[config.mk]
export PLATFORM = sky130hd
export DESIGN_NAME = plat_ctl_regs
export DESIGN_NICKNAME = d
export VERILOG_FILES = /design/src/rtl/plat_regs_pkg.sv /design/src/rtl/plat_addr_decode.sv /design/src/rtl/plat_read_mux.sv /design/src/rtl/plat_reset_ctl.sv /design/src/rtl/plat_ctl_regs.sv
export SDC_FILE = /design/constraint.sdc
export NUM_CORES = 1
export LEC_CHECK = 0
export BUFFER_PORTS_ARGS = -buffer_cell sky130_fd_sc_hd__buf_2
export CORE_MARGIN = 2
export CORE_UTILIZATION = 34
export CTS_CLUSTER_SIZE = 25
export DETAILED_ROUTE_END_ITERATION = 8
export PLACE_DENSITY = 0.86
export SKIP_CTS_REPAIR_TIMING = 1
export SYNTH_ARGS = -nofsm -noshare
export SYNTH_HDL_FRONTEND = slang
export SYNTH_SLANG_ARGS = --single-unit
[constraint.sdc]
create_clock -name clk -period 2.2 [get_ports clk]
set_clock_uncertainty 0.2 [all_clocks]
set_input_delay 0 -clock clk [delete_from_list [all_inputs] [get_ports clk]]
set_output_delay 0 -clock clk [all_outputs]
set_load 0.01 [all_outputs]
[src/rtl/plat_regs_pkg.sv]
package plat_regs_pkg;

  localparam int DEC_W   = 16;
  localparam int WORD_W  = 32;
  localparam int FULL_SZ = 4;
  localparam int RST_CMD_BIT = 4;

  localparam logic [DEC_W-1:0] OFS_BUILD    = 16'h0000;
  localparam logic [DEC_W-1:0] OFS_CORE_ID  = 16'h0004;
  localparam logic [DEC_W-1:0] OFS_WRAP_ID  = 16'h0008;
  localparam logic [DEC_W-1:0] OFS_RST_CMD  = 16'h0010;
  localparam logic [DEC_W-1:0] OFS_MEM_STAT = 16'h0014;
  localparam logic [DEC_W-1:0] OFS_PCI_STAT = 16'h0018;
  localparam logic [DEC_W-1:0] OFS_CLK_DIV  = 16'h0030;
  localparam logic [DEC_W-1:0] OFS_BLD_CFG  = 16'h0034;
  localparam logic [DEC_W-1:0] OFS_MEM_CFG  = 16'h0038;

  typedef enum logic [3:0] {
    SEL_NONE,
    SEL_BUILD,
    SEL_CORE_ID,
    SEL_WRAP_ID,
    SEL_RST_CMD,
    SEL_MEM_STAT,
    SEL_PCI_STAT,
    SEL_CLK_DIV,
    SEL_BLD_CFG,
    SEL_MEM_CFG
  } reg_sel_e;

  localparam logic [WORD_W-1:0] MEM_STAT_WORD = 32'h0000_0005;
  localparam logic [WORD_W-1:0] BLD_CFG_WORD  = 32'h0000_000E;
  localparam logic [WORD_W-1:0] CLK_DIV_BASE  = 32'h0101_0001;
  localparam logic [WORD_W-1:0] MEM_CFG_BASE  = 32'h0000_FFF0;

endpackage

[src/rtl/plat_addr_decode.sv]
module plat_addr_decode
  import plat_regs_pkg::*;
#(
  parameter int ADDR_W = 32
) (
  input  logic [ADDR_W-1:0] addr,
  input  logic [3:0]        size,
  output reg_sel_e          sel,
  output logic              size_ok
);
  logic [DEC_W-1:0] ofs;
  assign ofs     = addr[DEC_W-1:0];
  assign size_ok = (size == 4'(FULL_SZ));

  always_comb begin
    unique case (ofs)
      OFS_BUILD:    sel = SEL_BUILD;
      OFS_CORE_ID:  sel = SEL_CORE_ID;
      OFS_WRAP_ID:  sel = SEL_WRAP_ID;
      OFS_RST_CMD:  sel = SEL_RST_CMD;
      OFS_MEM_STAT: sel = SEL_MEM_STAT;
      OFS_PCI_STAT: sel = SEL_PCI_STAT;
      OFS_CLK_DIV:  sel = SEL_CLK_DIV;
      OFS_BLD_CFG:  sel = SEL_BLD_CFG;
      OFS_MEM_CFG:  sel = SEL_MEM_CFG;
      default:      sel = SEL_NONE;
    endcase
  end
endmodule

[src/rtl/plat_read_mux.sv]
module plat_read_mux
  import plat_regs_pkg::*;
#(
  parameter int SIZE_W = 4,
  parameter int FREQ_W = 8
) (
  input  reg_sel_e           sel,
  input  logic [SIZE_W-1:0]  mem_gib,
  input  logic [FREQ_W-1:0]  timer_mhz,
  output logic [WORD_W-1:0]  word
);
  localparam int SIZE_FIELD = 4;
  localparam int FREQ_FIELD = 8;
  localparam int FREQ_LSB   = 8;

  logic [WORD_W-1:0] clk_word;
  logic [WORD_W-1:0] mem_word;

  generate
    if (SIZE_W > SIZE_FIELD || FREQ_W > FREQ_FIELD) begin : g_bad_width
      initial $error("plat_read_mux: configuration field wider than its slot");
    end
  endgenerate

  assign clk_word = CLK_DIV_BASE | (WORD_W'(timer_mhz) << FREQ_LSB);
  assign mem_word = MEM_CFG_BASE | WORD_W'(mem_gib);

  always_comb begin
    case (sel)
      SEL_MEM_STAT: word = MEM_STAT_WORD;
      SEL_CLK_DIV:  word = clk_word;
      SEL_BLD_CFG:  word = BLD_CFG_WORD;
      SEL_MEM_CFG:  word = mem_word;
      default:      word = '0;
    endcase
  end
endmodule

[src/rtl/plat_reset_ctl.sv]
module plat_reset_ctl
  import plat_regs_pkg::*;
(
  input  logic              clk,
  input  logic              rst,
  input  logic              wr_hit,
  input  logic [WORD_W-1:0] wdata,
  output logic              pulse
);
  always_ff @(posedge clk) begin
    if (rst) pulse <= 1'b0;
    else     pulse <= wr_hit && wdata[RST_CMD_BIT];
  end

  // a reset request always follows a qualifying write one cycle earlier
  assert_pulse_from_write_R8: assert property (@(posedge clk) disable iff (rst)
    pulse |-> $past(wr_hit));
endmodule

[src/rtl/plat_ctl_regs.sv]
module plat_ctl_regs
  import plat_regs_pkg::*;
#(
  parameter int ADDR_W = 32,
  parameter int SIZE_W = 4,
  parameter int FREQ_W = 8
) (
  input  logic              clk,
  input  logic              rst,
  input  logic              req_valid,
  input  logic              req_write,
  input  logic [ADDR_W-1:0] req_addr,
  input  logic [3:0]        req_size,
  input  logic [31:0]       req_wdata,
  input  logic [SIZE_W-1:0] cfg_mem_gib,
  input  logic [FREQ_W-1:0] cfg_timer_mhz,
  output logic              rsp_valid,
  output logic [31:0]       rsp_data,
  output logic              bad_access,
  output logic              sys_rst_req
);
  reg_sel_e          sel;
  logic              size_ok;
  logic [WORD_W-1:0] rd_word;
  logic              rst_wr_hit;

  plat_addr_decode #(.ADDR_W(ADDR_W)) u_dec (
    .addr    (req_addr),
    .size    (req_size),
    .sel     (sel),
    .size_ok (size_ok)
  );

  plat_read_mux #(.SIZE_W(SIZE_W), .FREQ_W(FREQ_W)) u_mux (
    .sel       (sel),
    .mem_gib   (cfg_mem_gib),
    .timer_mhz (cfg_timer_mhz),
    .word      (rd_word)
  );

  assign rst_wr_hit = req_valid && req_write && size_ok && (sel == SEL_RST_CMD);

  plat_reset_ctl u_rst (
    .clk    (clk),
    .rst    (rst),
    .wr_hit (rst_wr_hit),
    .wdata  (req_wdata),
    .pulse  (sys_rst_req)
  );

  always_ff @(posedge clk) begin
    if (rst) begin
      rsp_valid  <= 1'b0;
      rsp_data   <= '0;
      bad_access <= 1'b0;
    end else begin
      rsp_valid  <= req_valid;
      rsp_data   <= (req_valid && !req_write && size_ok) ? rd_word : '0;
      bad_access <= req_valid && (!size_ok || sel == SEL_NONE);
    end
  end

  // no response data or flag without a response
  assert_quiet_when_idle_R12: assert property (@(posedge clk) disable iff (rst)
    !rsp_valid |-> (rsp_data == '0) && !bad_access);

  // non-zero data only answers a read request
  assert_data_only_for_read_R12: assert property (@(posedge clk) disable iff (rst)
    (rsp_valid && rsp_data != '0) |-> $past(req_valid && !req_write));

  // a rejected access never returns data
  assert_bad_reads_zero_R11: assert property (@(posedge clk) disable iff (rst)
    bad_access |-> (rsp_data == '0));

  // a reset request belongs to an accepted write response
  assert_pulse_is_good_write_R8: assert property (@(posedge clk) disable iff (rst)
    sys_rst_req |-> rsp_valid && !bad_access && $past(req_write));
endmodule

==> results.txt <==
Worst path top cell family by delay: buffers and inverters
failing checks: negative hold slack
Layout Cells excl Fill: 203
outcome: complete, but fails checks
Final nets: 257
Critical Path AT: 2.22 ns
synth warn: 0
Hold Slack: -0.0239 ns
total CTS buffers: 3
Initial Utilization: 0.351
CP max stage cell: dlygate4sd3_1
CTS clk-pin slew, worst paths: 0.10 ns
antenna violations before repair: 0
Final HPWL DP: 1710 um
Max Root-Sink Buffers: 2
Max Transition Viols Final: 0
DRT Pass-1 Iters: 4
Total Routing Usage GR: 0.119
main area contributors after synthesis: dfxtp_1 36%, buf_4 14%, or3b_2 7.4%, a31oi_1 7.3%, nand4b_4 2.5%
Fin. Hold Viols: 2
commonest non-fill, non-tap cells in the layout: 57 x buf_2, 23 x dlygate4sd3_1, 17 x dfxtp_1
fillers: 238
clock root cell: clkbuf_4
period utilisation layout: 0.994
routed vias: 1,001
Req. time, crit path: 2.23 ns
Slew headroom: 0.668
combinational share of power: 0.210
multi-input logic area: 475 um^2
Mapped Avg Cell Area: 9.53 um^2
Placed Instances: 176
Cell Rows: 19
Net Sw Frac: 0.256
first-pass GRT wire length: 3040 um
Synth cell types: 32
max-cap check violation count: 0
PwrDens: 423 nW/um^2
crit path kind: input port to register
PortBufs: 57
Die Y: 56.7 um
fraction of layout cells with a size suffix above 1: 0.436
die area: 3210 um^2
Seq pwr share: 0.519
clock sink total: 17
Syn Inst Count: 99
crit-path max cell delay: 0.59 ns
Critical Path Fanout Max: 10
wire per inst: 12.0 um
DRC viols: 0
Int Power: 444 uW
leakage power: 0.000659 uW
Bufs and invs on worst path: 3
vias in the first global route: 737
mapped cell area: 943 um^2
Antenna Nets Post-Route: 0
chip width: 56.7 um
min Tclk post-route: 2.19 ns
Worst Max-Slew Pin Slew: 0.496 ns
crit-path most repeated cell: dlygate4sd3_1
post-synth top area share: 0.361
Detailed Route WL: 2450 um
Max Freq: 0.457 GHz
Seq/Total Area, Yosys: 0.361
Crit. End Element: register
CTS tree: built
largest net degree at the start of global routing: 21
CTS H-tree depth: 1
worst path cell trace: dlygate4sd3_1 -> buf_2 -> or4b_1 -> nand4_1 -> o2111ai_1 -> dlygate4sd3_1 -> nor2_1
GP Congestion: 0.745
most common library cell in the layout ignoring fill and taps: buf_2
Reg area: 340 um^2
grt total ovfl: 0
Ports: 119
Seq cells post-synth: 17
HP Class: input port to register
Vias/cell: 4.93
synthesis-to-finish area growth: 49.3%
antenna diode count: 0
crit path launch type: input port
clock share of power: 0.271
Initial DRC Count: 25
Finish-stage setup viols: 0
Max IR drop VDD: 0.349 mV
Sw Pwr: 152 uW
CORE AREA: 2690 um^2
post-synth top area cell: dfxtp_1
[worst min-delay path, cell delays in order]
cell and delay (ns):
buf_2 0.20, xnor2_1 0.18, nor4_1 0.04
[routing by layer]
| layer | global-route usage | share of wire | vias up |
|---|---|---|---|
| met2 | 0.239 | 0.55 | 67 |
| met3 | 0.0138 | 0.088 | 4 |
| li1 | - | - | 475 |
| met5 | 0 | 0 | - |
| met4 | 0.0408 | 0.0086 | 0 |
| met1 | 0.123 | 0.36 | 455 |
[through the flow]
| stage | utilization | setup WS [ns] | cell area [um^2] | power (uW) | setup TNS (ns) |
|---|---|---|---|---|---|
| 3_5_place_dp | 0.429 | 0.541 | 1150 | 411 | 0 |
| 3_3_place_gp | 0.429 | 0.614 | 1150 | 408 | 0 |
| 2_1_floorplan | - | 0.791 | 992 | 390 | 0 |
| 5_1_grt | 0.524 | -0.0677 | 1410 | 619 | -0.0677 |
| 6_report | 0.524 | 0.0127 | 1410 | 596 | 0 |
| 4_1_cts | 0.439 | 0.842 | 1180 | 564 | 0 |
[cell families (layout without fill, tap and decap cells)]
logic type / after synthesis / count (layout) / synth area share
adder cells (fa/ha/maj): 1 / 1 / 0.0106
other: 1 / 14 / 0.00397
buffers and inverters: 26 / 86 / 0.187
AND/OR/NAND/NOR: 35 / 35 / 0.292
XOR/XNOR: 3 / 3 / 0.0279
flip-flops: 17 / 17 / 0.361
AO/OA/AOI/OAI: 16 / 16 / 0.118
[state kept, by name (all words and copies together), names as in the netlist]
signal       cells
bad_access       1
rsp_data        14
rsp_valid        1
u_rst.pulse      1
[final timing paths]
kind                     from           end  slack (ns)  depth (start not counted)
setup / recovery  req_addr[5]   u_rst.pulse        0.01                          7
hold / removal    req_addr[3]  rsp_data[16]       -0.02                          3
[cell type report]
class / count / area share
Timing Repair Buffer: 81 / 0.371
Inverter: 1 / 0.00266
Clock inverter: 1 / 0.00355
Multi-Input combinational cell: 69 / 0.337
Tap cell: 31 / 0.0275
Sequential cell: 17 / 0.242
Clock buffer: 3 / 0.0160
[power groups by stage]
stage	Sequential [uW]	Combinational (uW)	Clock, uW
6_report	310	125	161
5_1_grt	310	137	172
4_1_cts	310	94.0	160
3_5_place_dp	317	93.7	0
3_3_place_gp	317	91.5	0
2_1_floorplan	318	72.1	0
[Yosys cell counts]
cell type,n
buf_4,18
dfxtp_1,17
a31oi_1,11
or3b_2,8
buf_2,3
clkbuf_1,3
nand2_1,3
nor2b_1,3
nor3b_1,3
nor4_1,3
nand3_1,2
nand4_1,2
nor2_1,2
nor3_1,2
xor2_1,2
a2111oi_2,1
a21oi_1,1
and4_4,1
buf_6,1
conb_1,1
inv_1,1
maj3_1,1
nand2b_1,1
nand4_2,1
nand4b_4,1
nor4_4,1
nor4b_1,1
o2111ai_1,1
o21ai_0,1
o32ai_1,1
or4b_1,1
xnor2_1,1
(Power assumes the default switching activity.)
